File: config.mk
export PLATFORM = sky130hd
export DESIGN_NAME = mmove_core
export DESIGN_NICKNAME = d
export VERILOG_FILES = /design/src/rtl/mmove_pkg.sv /design/src/rtl/mmove_ctrl.sv /design/src/rtl/mmove_addr_mux.sv /design/src/rtl/mmove_dpath.sv /design/src/rtl/mmove_core.sv
export SDC_FILE = /design/constraint.sdc
export NUM_CORES = 1
export LEC_CHECK = 0
export ABC_AREA = 1
export CELL_PAD_IN_SITES_DETAIL_PLACEMENT = 0
export CELL_PAD_IN_SITES_GLOBAL_PLACEMENT = 2
export CORE_UTILIZATION = 31
export DETAILED_ROUTE_END_ITERATION = 10
export DONT_BUFFER_PORTS = 1
export GPL_TIMING_DRIVEN = 0
export PLACE_DENSITY_LB_ADDON = 0.08
export SLEW_MARGIN = 20
export SYNTH_ARGS = -nofsm -noshare
export SYNTH_HDL_FRONTEND = slang
export SYNTH_SLANG_ARGS = --single-unit
File: constraint.sdc
create_clock -name clk -period 1.4 [get_ports clk]
set_clock_uncertainty 0.1 [all_clocks]
set_input_delay 0.21 -clock clk [delete_from_list [all_inputs] [get_ports clk]]
set_output_delay 0.21 -clock clk [all_outputs]
set_load 0.005 [all_outputs]
File: src/rtl/mmove_pkg.sv
`timescale 1ns/1ps
package mmove_pkg;

  localparam int STEP_W         = 3;
  localparam int STEPS_PER_MOVE = 7;

  typedef enum logic [STEP_W-1:0] {
    ST_SRC_ADDR = 3'd0,
    ST_SRC_TAKE = 3'd1,
    ST_DAT_ADDR = 3'd2,
    ST_DAT_TAKE = 3'd3,
    ST_DST_ADDR = 3'd4,
    ST_DST_TAKE = 3'd5,
    ST_WRITE    = 3'd6
  } step_e;

  // Fixed ring of control steps; no halt.
  function automatic step_e next_step(input step_e s);
    case (s)
      ST_SRC_ADDR: return ST_SRC_TAKE;
      ST_SRC_TAKE: return ST_DAT_ADDR;
      ST_DAT_ADDR: return ST_DAT_TAKE;
      ST_DAT_TAKE: return ST_DST_ADDR;
      ST_DST_ADDR: return ST_DST_TAKE;
      ST_DST_TAKE: return ST_WRITE;
      default:     return ST_SRC_ADDR;
    endcase
  endfunction

endpackage

File: src/rtl/mmove_ctrl.sv
`timescale 1ns/1ps
module mmove_ctrl
  import mmove_pkg::*;
(
  input  logic  clk,
  input  logic  rst,
  output step_e step,
  output logic  ld_pc,
  output logic  ld_mar,
  output logic  ld_tmp,
  output logic  addr_sel,
  output logic  wr_en
);

  step_e step_q;

  always_ff @(posedge clk) begin
    if (rst) step_q <= ST_SRC_ADDR;
    else     step_q <= next_step(step_q);
  end

  assign step = step_q;

  // Decode: 0 selects PC, 1 selects MAR on the address bus.
  always_comb begin
    ld_pc    = 1'b0;
    ld_mar   = 1'b0;
    ld_tmp   = 1'b0;
    addr_sel = 1'b0;
    wr_en    = 1'b0;
    case (step_q)
      ST_SRC_ADDR: addr_sel = 1'b0;
      ST_SRC_TAKE: begin ld_mar = 1'b1; ld_pc = 1'b1; end
      ST_DAT_ADDR: addr_sel = 1'b1;
      ST_DAT_TAKE: begin addr_sel = 1'b1; ld_tmp = 1'b1; end
      ST_DST_ADDR: addr_sel = 1'b0;
      ST_DST_TAKE: begin ld_mar = 1'b1; ld_pc = 1'b1; end
      ST_WRITE:    begin addr_sel = 1'b1; wr_en = 1'b1; end
      default:     addr_sel = 1'b0;
    endcase
  end

endmodule

File: src/rtl/mmove_addr_mux.sv
`timescale 1ns/1ps
module mmove_addr_mux #(
  parameter int AW = 16
) (
  input  logic          sel,
  input  logic [AW-1:0] pc,
  input  logic [AW-1:0] mar,
  output logic [AW-1:0] addr
);

  always_comb begin
    if (sel) addr = mar;
    else     addr = pc;
  end

endmodule

File: src/rtl/mmove_dpath.sv
`timescale 1ns/1ps
module mmove_dpath #(
  parameter int AW = 16,
  parameter int DW = 16
) (
  input  logic          clk,
  input  logic          rst,
  input  logic          ld_pc,
  input  logic          ld_mar,
  input  logic          ld_tmp,
  input  logic [DW-1:0] rdata,
  output logic [AW-1:0] pc_q,
  output logic [AW-1:0] mar_q,
  output logic [DW-1:0] tmp_q
);

  // Wrapping increment by one word.
  function automatic logic [AW-1:0] addr_inc(input logic [AW-1:0] a);
    return AW'(a + 1'b1);
  endfunction

  // Address field of a fetched word: its low AW bits.
  function automatic logic [AW-1:0] word_to_addr(input logic [DW-1:0] w);
    return w[AW-1:0];
  endfunction

  always_ff @(posedge clk) begin
    if (rst) begin
      pc_q  <= '0;
      mar_q <= '0;
      tmp_q <= '0;
    end else begin
      if (ld_pc)  pc_q  <= addr_inc(pc_q);
      if (ld_mar) mar_q <= word_to_addr(rdata);
      if (ld_tmp) tmp_q <= rdata;
    end
  end

endmodule

File: src/rtl/mmove_core.sv
`timescale 1ns/1ps
module mmove_core
  import mmove_pkg::*;
#(
  parameter int AW = 16,
  parameter int DW = 16
) (
  input  logic          clk,
  input  logic          rst,
  output logic [AW-1:0] mem_addr,
  output logic          mem_we,
  output logic [DW-1:0] mem_wdata,
  input  logic [DW-1:0] mem_rdata
);

  // Named internal events, visible to the bound checker.
  step_e         step;
  logic          ld_pc;
  logic          ld_mar;
  logic          ld_tmp;
  logic          addr_sel;
  logic          wr_en;
  logic [AW-1:0] pc_q;
  logic [AW-1:0] mar_q;
  logic [DW-1:0] tmp_q;

  mmove_ctrl u_ctrl (
    .clk      (clk),
    .rst      (rst),
    .step     (step),
    .ld_pc    (ld_pc),
    .ld_mar   (ld_mar),
    .ld_tmp   (ld_tmp),
    .addr_sel (addr_sel),
    .wr_en    (wr_en)
  );

  mmove_dpath #(.AW(AW), .DW(DW)) u_dpath (
    .clk    (clk),
    .rst    (rst),
    .ld_pc  (ld_pc),
    .ld_mar (ld_mar),
    .ld_tmp (ld_tmp),
    .rdata  (mem_rdata),
    .pc_q   (pc_q),
    .mar_q  (mar_q),
    .tmp_q  (tmp_q)
  );

  mmove_addr_mux #(.AW(AW)) u_mux (
    .sel  (addr_sel),
    .pc   (pc_q),
    .mar  (mar_q),
    .addr (mem_addr)
  );

  assign mem_we    = wr_en;
  assign mem_wdata = tmp_q;

endmodule

Word-level counts from Yosys, hierarchy flattened
Index checks and enable logic that the tools add are counted.
W data, S select, Z words.

storage, ports and cells
  register bits after elaboration = 51
  input port bits = 18
  word-level logic and storage cells = 20

operators by class
  add/subtract/negate cells = 1
  equal/unequal tests = 6
  muxes and demuxes = 6
  reductions and logical operators = 3

operator list
  cell                     count
  $pmux W3 S6              1
  $add A16 B1 Y16 const B  1
  $mux W16                 1
  $eq A3 B3 Y1 const B     3
  $eq A3 B2 Y1 const B     2
  $mux W1                  4
  $eq A3 B1 Y1 const B     1
  $logic_not A3 Y1         1
  $reduce_or A3 Y1         1
  $reduce_or A2 Y1         1

Logic depth before layout (Yosys ltp)
  depth in word-level cells = 4
  mapped depth = 8

Modules after synthesis
From an unflattened synthesis, not the netlist that was laid out.

unflattened totals
  cell total of the unflattened synthesis = 334
  area, all modules = 2299.7 um2

modules (own cells, without submodules)
  module          times used  cells an instance  area each (um2)
  mmove_dpath     1           260                1914.3
  mmove_addr_mux  1           52                 244.0
  mmove_ctrl      1           22                 141.4

Worst setup path before layout
No wires, ideal clock.

  path type = reg2out
  from = reg u_ctrl.step_q[0] (netlist: u_ctrl.step[0])
  to = out mem_addr[10]
  arrival = 1.083 ns
  required time = 1.090 ns
  setup slack = 0.007 ns
  stages on the path, launching flop included = 4
  cells stage by stage = dfxtp_1 nand3_2 nand2_4 mux2_2

between the ends
  longest elaborated chain between the ends = 4
  elaborated cells between the ends (all ways) = 6
  those cells by class = 3 x eq/ne; 2 x mux; 1 x reduce/logical

ends and longest elaborated chain
  element                                              RTL line              text
  start: declaration                                   mmove_ctrl.sv:15      step_e step_q;
  start signal: assignment                             mmove_ctrl.sv:19      else step_q <= next_step(step_q);
  $eq A3 B2 Y1 / $eq A3 B3 Y1 (equally long branches)  mmove_ctrl.sv:31      case (step_q)
  $reduce_or A3 Y1 (no source line) *                  --
  $mux W1 *                                            mmove_ctrl.sv:31
  $mux W16 *                                           mmove_addr_mux.sv:12  if (sel) addr = mar;
  end: declaration                                     mmove_core.sv:10      output logic [AW-1:0] mem_addr,

Mark *: on every way between the ends. The rest lies on a longest branch, timed or not.

Final worst setup path
  from = reg u_ctrl.step_q[0] (netlist: u_ctrl.step[0])
  to = out mem_addr[15]

Same word-level chain as after synthesis.

==> qor.yml <==
clock_tree:
  clk_latency_ns: 0.31
  clockBufferDepth: 2
  cts_inserted_buffers: 5
  clk_pin_slew_ns: 0.10
  htreeDepth: 2
  cts_sinks: 51
  cts_tree: "built"
  cts_root_buffer: "clkbuf_8"
logic_synthesis:
  synth_nets: 325
  synth_most_common_cell: "nor2_1"
  yosys.area.top_type_share_pct: 45.87
  synth_area_um2: 2226
  synth_compound_area_share_pct: 13.43
  yosys-top-cells-area: "dfxtp_1 (46%), nor2_1 (15%), o21ai_0 (11%)"
  synth-edff-count: 0
  postSynthAreaPerCell_um2: 7.274
  ys_seq_area_share_pct: 45.87
  synthAdderAreaFrac_pct: 0.5621
  synth_simple_gate_area_share_pct: 29.57
  synth_common_cells: "nor2_1 (91), dfxtp_1 (51), o21ai_0 (47)"
  synthFlopType: "dfxtp_1"
  synth-seq-cells: 51
  ys_types: 30
  synth_top_area_cell: "dfxtp_1"
  synth_xor_area_share_pct: 0.3935
  syn-instance-count: 306
  synth_top_family_by_area: "simple AND/OR/NAND/NOR gates"
  synth-async-reset-ratio_pct: 0
  ys_warn_count: 0
  synthMuxAreaShare_pct: 3.035
detailed_routing:
  wire_per_inst_um: 14.93
  via_per_inst: 4.636
  dr.max_layer_used: "met4"
  first_iter_violations: 64
  first_pass_iters: 4
  ant_nets: 0
  met1Wirelength_mm: 3.070
  drt-total-wl_mm: 6.601
  wl_met2_mm: 3.113
  via_count: 2049
  drc: 0
  met3_length_um: 384
floorplanning:
  rows: 30
  start_util_pct: 32.40
  die_y_um: 86.74
  die_w_um: 86.74
  io_pins: 51
  core_um2: 6869
  die-area_um2: 7523
layout:
  fin_cells: 442
  drive_gt1_share_pct: 30.35
  multi_input_area_um2: 1321
  antenna-diode-count: 0
  syn_to_final_growth_pct: 40.98
  ff_latch_area_um2: 1033
  layout.nets: 364
  fin_util_pct: 45.68
  n_fill_cell: 713
sta:
  fin_ws_ns: -0.1829
  setup_violations: 43
  finalHoldViolCount: 0
  fin_hold_ws_ns: 0.1967
  fmax_ghz: 0.6318
  slew_headroom_pct: 49.95
  period_minus_slack_ns: 1.583
  slew_violations: 0
  rsz0062_at_grt: "true"
  min_period_over_period_pct: 113.1
  tightestPinTransition_ns: 0.7508
  tns_ns: -3.765
outcome:
  violations: "negative setup slack"
  status: "finished, violations left"
worst_setup_path:
  crit_path_max_fanout: 8
  critPathLaunchType: "flip-flop"
  cp-end-kind: "output port"
  reg2reg_from: "u_ctrl.step[1]$_SDFF_PP0_"
  crit_type: "reg2out"
  cp.arrival_ns: 1.27
  reg2regPathDepth: 10
  reg2reg_slack_ns: -0.13
  slowest_delay_ns: 0.40
  rr_endpoint: "u_dpath.pc_q[5]$_SDFFE_PP0P_"
  cpMaxStageDelayCell: "dfxtp_4"
  crit_chain: "nand3_4 > nand2_8 > mux2_4"
  cp.required_ns: 1.09
pwr:
  p_sw_uw: 866.0
  power.total_mw: 3.225
  combPwrFrac_pct: 16.5
  p_int_mw: 2.359
  p_leak_nw: 1.168
  swShare_pct: 26.85
  peakVddDrop_mv: 0.4396
  clkPwrFrac_pct: 34.2
  p_per_area_nw_per_um2: 1028
  p_seq_share_pct: 49.2
placed_design:
  place_hpwl_mm: 4.520
  gp_congestion: 0.7049
  place_inst: 402
  io_buffers: 0
hold_path:
  hold_end: "u_dpath.mar_q[14]$_SDFFE_PP0P_"
  hold_path_depth: 3
  hp-class: "in2reg"
  min_from: "rst"
grt:
  grt_max_degree: 17
  gr-usage-all-layers_pct: 18.18
  antenna_found_initial: 0
  grt_pass1_vias: 1995
  grt-ovfl-total: 0
  grt_pass1_wl_mm: 10.23
job:
  drv_cap: 0
layout by cell type, fill, tap and decap left out, drive strengths merged:
cell type,count
nor2,94
dfxtp,51
o21ai,50
nand2,42
inv,23
buf,20
dlygate4sd3,18
nand3,12
clkbuf,11
a21oi,7
mux2,6
nor3,3
nand4,2
clkinv,1
o21bai,1
nor3b,1
xor2,1
a31oi,1
ha,1
bufinv,1
per-stage QoR:
stage / setup slack [ns] / cell area, um^2
2_1_floorplan: 0.006998 / 2226
5_1_grt: -0.2281 / 3138
6_report: -0.1829 / 3138
3_5_place_dp: -0.2276 / 2346
4_1_cts: -0.2003 / 2753
3_3_place_gp: -0.2156 / 2346
registers in the layout, summed over array words and instances (netlist names):
signal and flops:
u_dpath.tmp_q 16, u_dpath.mar_q 16, u_ctrl.step 3, u_dpath.pc_q 16
cell families (layout without fill, tap and decap cells):
| kind of cell | after synthesis | after routing |
|---|---|---|
| AO/OA/AOI/OAI | 59 | 59 |
| XOR/XNOR | 1 | 1 |
| multiplexers | 6 | 6 |
| buffers and inverters | 34 | 74 |
| AND/OR/NAND/NOR | 154 | 154 |
| flip-flops | 51 | 51 |
| adder cells (fa/ha/maj) | 1 | 1 |
power groups by stage:
stage | combinational [mW] | sequential [mW] | clock [mW]
2_1_floorplan | 0.231 | 1.60 | 0
3_3_place_gp | 0.301 | 1.61 | 0
3_5_place_dp | 0.303 | 1.61 | 0
4_1_cts | 0.396 | 1.58 | 1.15
5_1_grt | 0.591 | 1.60 | 1.19
6_report | 0.533 | 1.59 | 1.10
per-layer routing:
metal,track usage (%),vias up
met5,0,-
met4,4.091,0
met3,4.476,4
met2,30.45,51
met1,23.62,934
li1,-,1060
final cells by class:
class / count / area share, %
multi-input combinational: 221 / 42.11
sequential: 51 / 32.93
timing repair buffer: 33 / 10.49
tap: 96 / 3.828
buffer: 10 / 3.389
inverter: 23 / 3.389
clock buffer: 6 / 2.632
clock inverter: 2 / 1.236
worst max path at each step:
stage,from,to,slack (ns),cells after the start
2_1_floorplan,u_ctrl.step[0]$_SDFF_PP0_,mem_addr[10],0.007,3
3_3_place_gp,u_ctrl.step[0]$_SDFF_PP0_,mem_addr[15],-0.22,3
3_5_place_dp,u_ctrl.step[0]$_SDFF_PP0_,mem_addr[15],-0.23,3
4_1_cts,u_ctrl.step[2]$_SDFF_PP0_,mem_addr[15],-0.20,4
5_1_grt,u_ctrl.step[1]$_SDFF_PP0_,u_dpath.pc_q[5]$_SDFFE_PP0P_,-0.23,10
6_report,u_ctrl.step[0]$_SDFF_PP0_,mem_addr[15],-0.18,3
critical path, delay by kind of cell (launching register included):
family	cells	cell delay (ns)
DFF	1	0.40
muxes	1	0.33
and+or+nand+nor	2	0.24
repair_timing:
item | CTS | global route
buffers inserted | 4 | 10
gates cloned | 0 | 1
pin swaps | 2 | 15
hold buffers | 17 | 1
endpoints found under the setup margin | 25 | 52
gates resized for setup | 34 | 109
hold endpoints to repair | 36 | 1
Power figures use the tool's default switching activity.
